`config.mk`:
```
export PLATFORM = sky130hd
export DESIGN_NAME = ext_mem_seq
export DESIGN_NICKNAME = d
export VERILOG_FILES = /design/src/rtl/ems_pkg.sv /design/src/rtl/ems_cfg_reg.sv /design/src/rtl/ems_clkgen.sv /design/src/rtl/ems_rdy_sync.sv /design/src/rtl/ext_mem_seq.sv
export SDC_FILE = /design/constraint.sdc
export NUM_CORES = 1
export LEC_CHECK = 0
export BUFFER_PORTS_ARGS = -buffer_cell sky130_fd_sc_hd__buf_2
export CORE_AREA = 3 3 130 132
export DETAILED_ROUTE_END_ITERATION = 8
export DIE_AREA = 0 0 133 135
export PLACE_DENSITY = 0.42
export SLEW_MARGIN = 5
export SYNTH_ARGS = -nofsm -noshare
export SYNTH_HDL_FRONTEND = slang
export SYNTH_SLANG_ARGS = --single-unit
```
`constraint.sdc`:
```
create_clock -name clk_i -period 3 [get_ports clk_i]
set_input_delay 0.6 -clock clk_i [delete_from_list [all_inputs] [get_ports clk_i]]
set_output_delay 0.6 -clock clk_i [all_outputs]
set_load 0.1 [all_outputs]
```
`src/rtl/ems_pkg.sv`:
```
package ems_pkg;
  typedef enum logic [1:0] {PH_IDLE, PH_LEAD, PH_ACT, PH_TRAIL} phase_e;

  localparam int          CfgW     = 32;
  localparam int          LenW     = 4;   // longest phase: (7<<1)+1
  localparam logic [31:0] CFG_MASK = 32'h0043_FFFF;
  localparam logic [31:0] CFG_RST  = 32'h0043_FFFF;

  typedef struct packed {
    logic [LenW-1:0] lead;
    logic [LenW-1:0] act;
    logic [LenW-1:0] trail;
  } lens_t;

  function automatic lens_t cfg_lens(input logic [CfgW-1:0] c, input logic wr);
    logic [1:0]      ld;
    logic [1:0]      tr;
    logic [2:0]      ac;
    logic [LenW-1:0] l;
    lens_t           r;
    ld = wr ? c[6:5] : c[13:12];
    ac = wr ? c[4:2] : c[11:9];
    tr = wr ? c[1:0] : c[8:7];
    l  = (ld == 2'd0) ? LenW'(1) : LenW'(ld);
    r.lead  = l << c[22];
    r.act   = (LenW'(ac) << c[22]) + LenW'(1);
    r.trail = LenW'(tr) << c[22];
    return r;
  endfunction

  function automatic logic cfg_bad(input logic [CfgW-1:0] c);
    return (c[13:12] == 2'd0) || (c[6:5] == 2'd0) || (c[17:16] != 2'b11);
  endfunction
endpackage

```
`src/rtl/ems_cfg_reg.sv`:
```
module ems_cfg_reg
  import ems_pkg::*;
(
  input  logic            clk_i,
  input  logic            rst_ni,
  input  logic            we_i,
  input  logic [CfgW-1:0] wdata_i,
  output logic [CfgW-1:0] cfg_o,
  output logic            err_o
);
  always_ff @(posedge clk_i or negedge rst_ni) begin
    if (!rst_ni) begin
      cfg_o <= CFG_RST;
      err_o <= 1'b0;
    end else if (we_i) begin
      cfg_o <= wdata_i & CFG_MASK;
      if (cfg_bad(wdata_i)) err_o <= 1'b1;
    end
  end
endmodule

```
`src/rtl/ems_clkgen.sv`:
```
module ems_clkgen (
  input  logic clk_i,
  input  logic rst_ni,
  input  logic div2_i,
  output logic xclk_o,
  output logic start_ok_o
);
  logic tog_q;

  always_ff @(posedge clk_i or negedge rst_ni) begin
    if (!rst_ni) tog_q <= 1'b0;
    else         tog_q <= !tog_q;
  end

  assign xclk_o     = div2_i ? tog_q : clk_i;
  // next edge raises tog_q: a cycle started now begins on a rising xclk
  assign start_ok_o = !div2_i || !tog_q;
endmodule

```
`src/rtl/ems_rdy_sync.sv`:
```
module ems_rdy_sync #(
  parameter int STAGES = 2
) (
  input  logic clk_i,
  input  logic rst_ni,
  input  logic ready_i,
  input  logic async_i,
  output logic rdy_o
);
  logic [STAGES-1:0] sq;

  if (STAGES == 1) begin : g_one
    always_ff @(posedge clk_i or negedge rst_ni) begin
      if (!rst_ni) sq <= '0;
      else         sq <= ready_i;
    end
  end else begin : g_many
    always_ff @(posedge clk_i or negedge rst_ni) begin
      if (!rst_ni) sq <= '0;
      else         sq <= {sq[STAGES-2:0], ready_i};
    end
  end

  assign rdy_o = async_i ? sq[STAGES-1] : ready_i;
endmodule

```
`src/rtl/ext_mem_seq.sv`:
```
module ext_mem_seq
  import ems_pkg::*;
#(
  parameter int AW          = 16,
  parameter int DW          = 16,
  parameter int SYNC_STAGES = 2
) (
  input  logic            clk_i,
  input  logic            rst_ni,
  input  logic            xclk_div2_i,
  input  logic            cfg_we_i,
  input  logic [CfgW-1:0] cfg_wdata_i,
  output logic            cfg_err_o,
  input  logic            req_i,
  input  logic            req_we_i,
  input  logic [AW-1:0]   req_addr_i,
  input  logic [DW-1:0]   req_wdata_i,
  output logic            ack_o,
  output logic [DW-1:0]   rdata_o,
  output logic            xclk_o,
  output logic            cs_no,
  output logic            rd_no,
  output logic            wr_no,
  output logic [AW-1:0]   maddr_o,
  output logic [DW-1:0]   mdata_o,
  output logic            mdata_oe_o,
  input  logic [DW-1:0]   mdata_i,
  input  logic            ready_i
);
  phase_e          st_q;
  logic [LenW-1:0] cnt_q;
  logic [CfgW-1:0] cfg_q, cur_q;
  logic            cur_we_q, ack_q;
  logic [AW-1:0]   addr_q;
  logic [DW-1:0]   wd_q, rd_q;
  logic            start_ok, rdy_eff, rdy_go, start;
  lens_t           new_l, cur_l;

  ems_cfg_reg u_cfg (
    .clk_i   (clk_i),
    .rst_ni  (rst_ni),
    .we_i    (cfg_we_i),
    .wdata_i (cfg_wdata_i),
    .cfg_o   (cfg_q),
    .err_o   (cfg_err_o)
  );

  ems_clkgen u_clk (
    .clk_i      (clk_i),
    .rst_ni     (rst_ni),
    .div2_i     (xclk_div2_i),
    .xclk_o     (xclk_o),
    .start_ok_o (start_ok)
  );

  ems_rdy_sync #(.STAGES(SYNC_STAGES)) u_rdy (
    .clk_i   (clk_i),
    .rst_ni  (rst_ni),
    .ready_i (ready_i),
    .async_i (cur_q[15]),
    .rdy_o   (rdy_eff)
  );

  assign new_l  = cfg_lens(cfg_q, req_we_i);
  assign cur_l  = cfg_lens(cur_q, cur_we_q);
  assign rdy_go = !cur_q[14] || rdy_eff;
  assign start  = (st_q == PH_IDLE) && req_i && !ack_q && start_ok;

  always_ff @(posedge clk_i or negedge rst_ni) begin
    if (!rst_ni) begin
      st_q     <= PH_IDLE;
      cnt_q    <= '0;
      cur_q    <= CFG_RST;
      cur_we_q <= 1'b0;
      ack_q    <= 1'b0;
      addr_q   <= '0;
      wd_q     <= '0;
      rd_q     <= '0;
    end else begin
      ack_q <= 1'b0;
      unique case (st_q)
        PH_IDLE: if (start) begin
          st_q     <= PH_LEAD;
          cnt_q    <= new_l.lead - 1'b1;
          cur_q    <= cfg_q;  // config frozen for the whole cycle
          cur_we_q <= req_we_i;
          addr_q   <= req_addr_i;
          wd_q     <= req_wdata_i;
        end
        PH_LEAD: if (cnt_q == '0) begin
          st_q  <= PH_ACT;
          cnt_q <= cur_l.act - 1'b1;
        end else cnt_q <= cnt_q - 1'b1;
        PH_ACT: if (cnt_q != '0) cnt_q <= cnt_q - 1'b1;
        else if (rdy_go) begin
          if (!cur_we_q) rd_q <= mdata_i;
          if (cur_l.trail == '0) begin
            st_q  <= PH_IDLE;
            ack_q <= 1'b1;
          end else begin
            st_q  <= PH_TRAIL;
            cnt_q <= cur_l.trail - 1'b1;
          end
        end
        PH_TRAIL: if (cnt_q == '0) begin
          st_q  <= PH_IDLE;
          ack_q <= 1'b1;
        end else cnt_q <= cnt_q - 1'b1;
      endcase
    end
  end

  assign cs_no      = (st_q == PH_IDLE);
  assign rd_no      = !((st_q == PH_ACT) && !cur_we_q);
  assign wr_no      = !((st_q == PH_ACT) && cur_we_q);
  assign mdata_oe_o = (st_q != PH_IDLE) && cur_we_q;
  assign mdata_o    = wd_q;
  assign maddr_o    = addr_q;
  assign ack_o      = ack_q;
  assign rdata_o    = rd_q;
endmodule

```
Word-level counts from Yosys, hierarchy flattened
Cells that the tools add are included.

Flip-flop bits (word level): 98. Bits in latches: 0. Memory bits (writable): 0. Memory bits (read-only): 0. Input port bits: 87. Output and inout port bits: 55. Word-level logic and storage cells: 89. Memories kept: 0.

$add $sub $neg: 5. $mul: 0. Div/mod/pow operators: 0. $lt $le $gt $ge: 0. Equal/unequal tests: 12. Shifts and indexed selects: 3. Mux-type cells: 25. Bitwise gates (word level): 2. Reductions and logical operators: 30.

Operators by type and width (number): $mux W4 (6); $mux W2 (9); $pmux W4 S4 (1); $sub A4 B1 Y4 const B (4); $ne A2 B2 Y1 const B (6); $logic_not A2 Y1 (4); $logic_not A4 Y1 (2); $pmux W2 S4 (1); $reduce_and A4 Y1 (2); $shl A2 B1 Y4 (2); $logic_not A1 Y1 (7); $logic_and A1 B1 Y1 (6); $mux W1 (6); $ne A3 B3 Y1 const B (2); $reduce_and A5 Y1 (1); $add A4 B1 Y4 const B (1); $eq A2 B2 Y1 const B (2); $logic_or A1 B1 Y1 (4); $reduce_and A2 Y1 (2); $reduce_bool A4 Y1 (1); $shl A3 B1 Y4 (1); $mux W3 (1); $eq A2 B1 Y1 const B (1); $ne A2 B1 Y1 const B (1); other kinds (3) (4).

Depth between registers and ports, before layout
Gate-level depths: netlist of the first run.

Depth after elaboration: 7. Gate-level depth with buffers: 9. Mapped depth without buffers: 8.

Modules after synthesis
A second synthesis of the first run with hierarchy kept.

Cells, all modules: 294. Area, all modules: 4287.9 um^2.

By module, submodules not included: ext_mem_seq (instances 1, cells an instance 229, area an instance 3218.1 um^2, sequential area each 1742.9 um^2); ems_cfg_reg (instances 1, cells an instance 58, area an instance 957.2 um^2, sequential area each 524.3 um^2); ems_rdy_sync (instances 1, cells an instance 3, area an instance 65.1 um^2, sequential area each 50.0 um^2); ems_clkgen (instances 1, cells an instance 4, area an instance 47.5 um^2, sequential area each 25.0 um^2).

==> results of run 1 <==
cell usage after synthesis:
cell type	instances
a211oi_1	2
a21oi_1	10
a32oi_1	1
and2_1	1
and2b_1	1
buf_1	4
buf_2	2
buf_4	2
buf_6	2
clkbuf_1	7
dfrtp_1	60
dfstp_2	30
ha_1	4
inv_1	6
inv_2	1
mux2_2	37
mux2i_1	4
mux4_2	3
nand2_1	145
nand2b_1	3
nand4b_1	2
nor2_1	10
nor2_2	1
nor2b_1	2
nor3_1	4
nor3_4	1
nor3b_1	3
o211ai_1	1
o21ai_0	8
o2bb2ai_1	1
o311a_2	1
o31ai_1	3
o32ai_1	2
or2_2	1
or3_1	1
or3b_1	1
xnor2_1	1
xor2_1	1
per-stage QoR:
step / area, um^2 / worst slack (ps) / util / instances / hold slack, ps
global route: 5132 / 100.0 / 0.3243 / 720 / 178.9
CTS: 5132 / 136.2 / 0.3243 / 720 / 160.1
detailed placement: 4806 / 543.7 / 0.3036 / 704 / 344.9
global placement: 4806 / 543.7 / 0.3036 / 704 / 338.2
finish: 5132 / 161.1 / 0.3243 / 720 / 167.5
floorplan: 3909 / 131.7 / - / 369 / 304.4
worst max-delay path: cells and delay by family:
family,cells,cell delay [ps]
buf+inv,4,680
compound gates,1,50
flip-flops by register name, indices dropped and copies added (netlist names):
register,cells
mdata_o,16
cnt_q,4
st_q,2
ack_o,1
u_clk.tog_q,1
cur_we_q,1
u_rdy.sq,2
maddr_o,16
cur_q,13
u_cfg.cfg_o,17
u_cfg.err_o,1
rdata_o,16
layer usage:
| layer | up-vias | track usage | wire length (um) |
|---|---|---|---|
| met1 | 1381 | 0.1391 | 4345 |
| met4 | 0 | 0.04446 | 164 |
| met3 | 11 | 0.03838 | 634 |
| met2 | 81 | 0.1721 | 4278 |
| li1 | 1474 | - | - |
| met5 | - | 0 | 0 |
how the worst max path moves through the flow:
| stage | to | cells past startpoint | startpoint |
|---|---|---|---|
| after floorplan | mdata_oe_o | 3 | st_q[0] |
| after global placement | xclk_o | 3 | clk_i |
| after detailed placement | xclk_o | 3 | clk_i |
| after CTS | xclk_o | 5 | clk_i |
| after global routing | xclk_o | 5 | clk_i |
| final | xclk_o | 5 | clk_i |
final cells by class:
class | count | area share
clock buffer | 11 | 0.04754
sequential | 90 | 0.4461
tap | 216 | 0.05266
timing repair buffer | 135 | 0.1385
clock inverter | 7 | 0.01780
multi-input combinational | 255 | 0.2930
inverter | 6 | 0.004388
logic make-up (layout without fill, tap and decap cells):
logic type | after synthesis | in the layout | synth area share
muxes | 44 | 44 | 0.1341
xor gates and xnor gates | 2 | 2 | 0.004482
buffers and inverters | 24 | 159 | 0.02945
adders and majority gates | 4 | 4 | 0.01280
AOI/OAI and AO/OA | 29 | 29 | 0.04642
DFF | 90 | 90 | 0.5858
and+or+nand+nor | 176 | 176 | 0.1869
==> metrics.md, run 1 <==
| Metric | Value |
|---|---|
| Seq/Total Area, Yosys | 0.5858 |
| Die ar. | approximately 0.018 mm^2 |
| CTS Buffer Depth | 2 |
| CP max stage delay | roughly 290 ps |
| Commonest non-fill, non-tap cell in the layout | nand2_1 |
| Worst-path clk slew | about 60 ps |
| CP cell instances | clkbuf_16 -> clkbuf_16 -> inv_1 -> o21ai_1 -> buf_2 |
| Share of layout cells above drive strength 1 | 0.4504 |
| Unrepaired setup endpoints after global routing | no |
| Setup crit start kind | clock port |
| Final nets | 590 |
| Hold Crit Class | input pin to asynchronous set/reset pin |
| H-tree levels | 3 |
| Post-DR vias/cell | just over 4 |
| Total grt overflow | 0 |
| Worst path required time | roughly 2400 ps |
| Syn Area/Cell | approximately 11 um^2 |
| First-pass GRT wire length | about 16000 um |
| Syn_nets | between 400 and 500 |
| Antenna viol nets, final | 0 |
| DRT Wirelength | around 9400 um |
| Internal reg-to-reg setup slack | a little under 800 ps |
| Crit Path Max Fanout | 12 |
| Worst EP arrival | approximately 2200 ps |
| CP max-delay cell | buf_2 |
| Largest net degree at the start of global routing | 66 |
| Synth top area cells | dfrtp_1 38%, dfstp_2 20%, nand2_1 14%, mux2_2 11%, mux4_2 1.7% |
| Final slew viol count | 0 |
| Most used cell, CP | clkbuf_16 |
| Vias | approximately 3000 |
| YS warnings | 0 |
| Top-level I/O count | between 100 and 150 |
| Worst setup path category | clock port to primary output |
| Commonest non-fill, non-tap cells in the layout | 145 x nand2_1, 127 x buf_2, 60 x dfrtp_1, 37 x mux2_2, 30 x dfstp_2 |
| Final setup viols | 0 |
| FF-to-FF Start | cur_q[0] |
| Synth area leader | dfrtp_1 |
| Vias in the first global route | 3183 |
| Synthesis-to-finish area growth | 31.31% |
| FF-to-FF End | cnt_q[2] |
| DR WL/cell | 13.09 um |
| Drt pass-1 iters | 4 |
| Area of the multi-input gates | ~0.0015 mm^2 |
| Detailed placement HPWL | ~6500 um |
| FF+latch count, synth | 90 |
| GP Congestion | 0.7112 |
| Die height | ~140 um |
| Clk_skew | roughly 8.4 ps |
| Clock latency on the worst-skew pair | ~350 ps |
| Number of fill cells | approximately 1700 |
| Hold-fix buffers, CTS | 0 |
| Cts repair resizes | 0 |
| Post-synth cell types | 38 |
| Number of max-cap violations | 0 |
| Actual slew at the worst max-slew pin | between 500 and 600 ps |
| GRT Overall Usage | 0.1099 |
| Initial antenna violation count | 0 |
| Diode count | 0 |
| Mapped Area | roughly 0.0039 mm^2 |
| Cell depth of the worst flop-to-flop path | 8 |
| Site row count | 46 |
| Port Buf Inserts | 128 |
| Die Span X | approximately 130 um |
| CP endpoint kind | primary output |
| Drc violations | 0 |
| Core area | 0.01583 mm^2 |
| Cells after Synth | approximately 370 |
| Worst slew margin | 0.6409 |
| FF/Latch Area | roughly 0.0023 mm^2 |
| Root Driver | clkbuf_16 |
| Setup bufs post-CTS | 0 |
| Outcome | completed |
| Initial Util | 0.2470 |
| CTS tree | built |
| Num CTS Buffers | 9 |
| DR iter-0 viols | 91 |
| Hold Vio Cnt, Final | 0 |
| Synth top area share | 0.3841 |
| Final setup TNS | 0 ps |
Power of run 1 is not shown: default switching activity piles up to over one toggle a cycle in this logic, so the estimate is an artifact.
==> inputs of run 2 (changes only) <==
--- a/config.mk
+++ b/config.mk
@@ -11,4 +11,5 @@
 export DIE_AREA = 0 0 133 135
 export PLACE_DENSITY = 0.42
+export SETUP_SLACK_MARGIN = 0.15
 export SLEW_MARGIN = 5
 export SYNTH_ARGS = -nofsm -noshare
==> constraint.sdc (replaced) <==
create_clock -name clk_i -period 3.3 [get_ports clk_i]
set_input_delay 0.66 -clock clk_i [delete_from_list [all_inputs] [get_ports clk_i]]
set_output_delay 0.66 -clock clk_i [all_outputs]
set_load 0.005 [all_outputs]
==> run 2 against run 1 <==
- global-route usage about the same
- hold slack improved by 180 ps
- via count increased by 0.98%
- sequential cell count unchanged
- sequential share of layout area increased by 0.32 points
- die area unchanged
- routed wire length decreased by 0.42%
- clock skew decreased by 2.8 ps
- register-to-register slack improved by 20 ps
- core utilization decreased by 0.23 points
- design area decreased by 0.71%
- non-clock buffer count decreased by 2
==> metrics.md, run 2 (synthesis results as in run 1) <==
| Metric | Value |
|---|---|
| Outcome | completed |
| Initial Util | 0.2470 (unchanged) |
| FF-to-FF End | cnt_q[2] |
| Num CTS Buffers | 9 (unchanged) |
| Final Cell Area | 0.005096 mm^2 (-0.71%) |
| Cts repair resizes | 0 (unchanged) |
| Diode count | 0 (unchanged) |
| Antenna viol nets, final | 0 (unchanged) |
| Core area | 0.01583 mm^2 (unchanged) |
| Hold Worst Slack | 346.9 ps (+179.4 ps) |
| GR Util met1 | 0.1371 (-0.002006) |
| DRT Wirelength | 9382 um (-0.42%) |
| Register bank with the most flops | u_cfg.cfg_o |
| Final setup TNS | 0 ps (unchanged) |
| Pre-CTS setup slack | 786.7 ps (+243.0 ps) |
| H-tree levels | 3 (unchanged) |
| Drt pass-1 iters | 4 (unchanged) |
| Design Power | ~4.5 mW |
| GR Util met2 | 0.1665 (-0.005643) |
| GP Congestion | 0.7398 (+4.0%) |
| Hold Path Origin | u_rdy.sq[0] |
| Die ar. | 0.01796 mm^2 (unchanged) |
| Share of layout cells above drive strength 1 | 0.4482 (-0.002190) |
| Detailed placement HPWL | 6485 um (-0.60%) |
| Actual slew at the worst max-slew pin | 781.3 ps (+242.6 ps) |
| Clk network pwr share | 0.237 |
| Final nets | 588 (-0.34%) |
| Final slew viol count | 0 (unchanged) |
| Worst path required time | 2640 ps (+240 ps) |
| CTS tree | built |
| Largest net degree at the start of global routing | 91 (+38%) |
| Clk_skew | 5.603 ps (-2.816 ps) |
| Cell depth of the worst flop-to-flop path | 8 (unchanged) |
| GRT Overall Usage | 0.1094 (-0.0004143) |
| Commonest non-fill, non-tap cells in the layout | 145 x nand2_1, 127 x buf_2, 60 x dfrtp_1, 37 x mux2_2, 30 x dfstp_2 |
| Commonest non-fill, non-tap cell in the layout | nand2_1 |
| Setup bufs post-CTS | 0 (unchanged) |
| Worst setup path category | clock port to primary output |
| CTS Buffer Depth | 2 (unchanged) |
| Hold Crit Class | register to register |
| FF-to-FF Start | cur_we_q |
| Finished Layout Cells | 718 (-0.28%) |
| Gate power share | 0.336 |
| Instance area at placement | 0.004791 mm^2 (-0.31%) |
| Internal reg-to-reg setup slack | 790 ps (+20 ps) |
| Initial antenna violation count | 0 (unchanged) |
| Number of max-cap violations | 0 (unchanged) |
| Maximum vdd drop | roughly 380 uV |
| Vias in the first global route | 3094 (-2.8%) |
| Power Internal | about 3.0 mW |
| Hold-fix buffers, CTS | 0 (unchanged) |
| Drc violations | 0 (unchanged) |
| Hold Vio Cnt, Final | 0 (unchanged) |
| Post-DR vias/cell | 4.145 (+1.3%) |
| Worst EP arrival | 2230 ps (about the same) |
| Setup crit start kind | clock port |
| Slack of the critical path | 407.6 ps (+246.4 ps) |
| Total grt overflow | 0 (unchanged) |
| Final setup viols | 0 (unchanged) |
| Top-level I/O count | 142 (unchanged) |
| Crit Path Max Fanout | 13 (+1) |
| First-pass GRT wire length | 15580 um (-0.66%) |
| Largest register FFs | 17 (unchanged) |
| Vias | 2976 (+0.98%) |
| Site row count | 46 (unchanged) |
| Hold EP | u_rdy.sq[1] |
| Leak pwr | 2.493 nW |
| CP endpoint kind | primary output |
| Hold depth | 0 |
| Unrepaired setup endpoints after global routing | no |
| Net Sw Frac | 0.3351 |
| Die height | 135 um (unchanged) |
| Met3 Use GR | 0.03763 (-0.0007452) |
| Number of fill cells | 1688 (+1.9%) |
| Seq pwr share | 0.427 |
| DR WL/cell | 13.07 um (-0.15%) |
| Pwr/cell area | roughly 870 mW/mm^2 |
| Busiest grt layer | met2 |
| Final Util | 0.3220 (-0.002293) |
| Worst slew margin | 0.4774 (-0.1634) |
| Root Driver | clkbuf_16 |
| Port Buf Inserts | 128 (unchanged) |
| Die Span X | 133 um (unchanged) |
| Worst-path clk slew | 60 ps (about the same) |
| DR iter-0 viols | 109 (+20%) |
| Psw | 1.494 mW |
| Placed insts | 702 (-0.28%) |
| Synthesis-to-finish area growth | 30.38% |
| Clock latency on the worst-skew pair | 350 ps (about the same) |
-- run 2: cell count changes in the layout (fill, tap and decap cells not counted), sizes merged --
cell / previous run / this run
inv: 8 / 9
clkinv: 3 / 0
clkinvlp: 0 / 2
buf: 136 / 134
clkbuf: 10 / 12
bufinv: 2 / 0
-- run 2: worst max path at each step --
stage,start,endpoint,slack (ps),cells past startpoint
after floorplan,clk_i,xclk_o,890,2
after detailed placement,cur_we_q,cnt_q[2],790,8
after global placement,clk_i,xclk_o,790,3
after CTS,clk_i,xclk_o,380,5
after global routing,clk_i,xclk_o,380,5
final,clk_i,xclk_o,410,5
-- run 2: per-layer routing --
| metal | share of wire | routed length [um] |
|---|---|---|
| met1 | 0.45 | 4237 |
| met2 | 0.45 | 4253 |
| met3 | 0.072 | 672 |
| met4 | 0.023 | 219 |
| met5 | 0 | 0 |
-- run 2: final cells by class --
cell class / instances / area, um^2 / share of cell area
flip-flops and latches: 90 / 2290 / 0.4493
multi-input cells: 255 / 1504 / 0.2951
repair buffers: 133 / 695.7 / 0.1365
clock buffers: 13 / 282.8 / 0.05549
well taps: 216 / 270.3 / 0.05303
clock inverters: 5 / 31.28 / 0.006138
inverters: 6 / 22.52 / 0.004419
-- run 2: power groups by stage --
| stage | combinational, mW | clock [mW] | sequential, mW |
|---|---|---|---|
| 5_1_grt | 1.71 | 1.16 | 1.98 |
| 4_1_cts | 1.53 | 1.11 | 1.91 |
| 6_report | 1.50 | 1.06 | 1.90 |
| 3_5_place_dp | 1.54 | 0.00896 | 1.92 |
| 2_1_floorplan | 0.958 | 0.00596 | 1.87 |
| 3_3_place_gp | 1.51 | 0.00896 | 1.91 |
-- run 2: worst max-delay path, cell delays in order --
cell       delay [ps]
clkbuf_16         170
clkbuf_16         170
inv_1              50
o21ai_0            60
buf_2             130
Power figures use the tool's default switching activity.
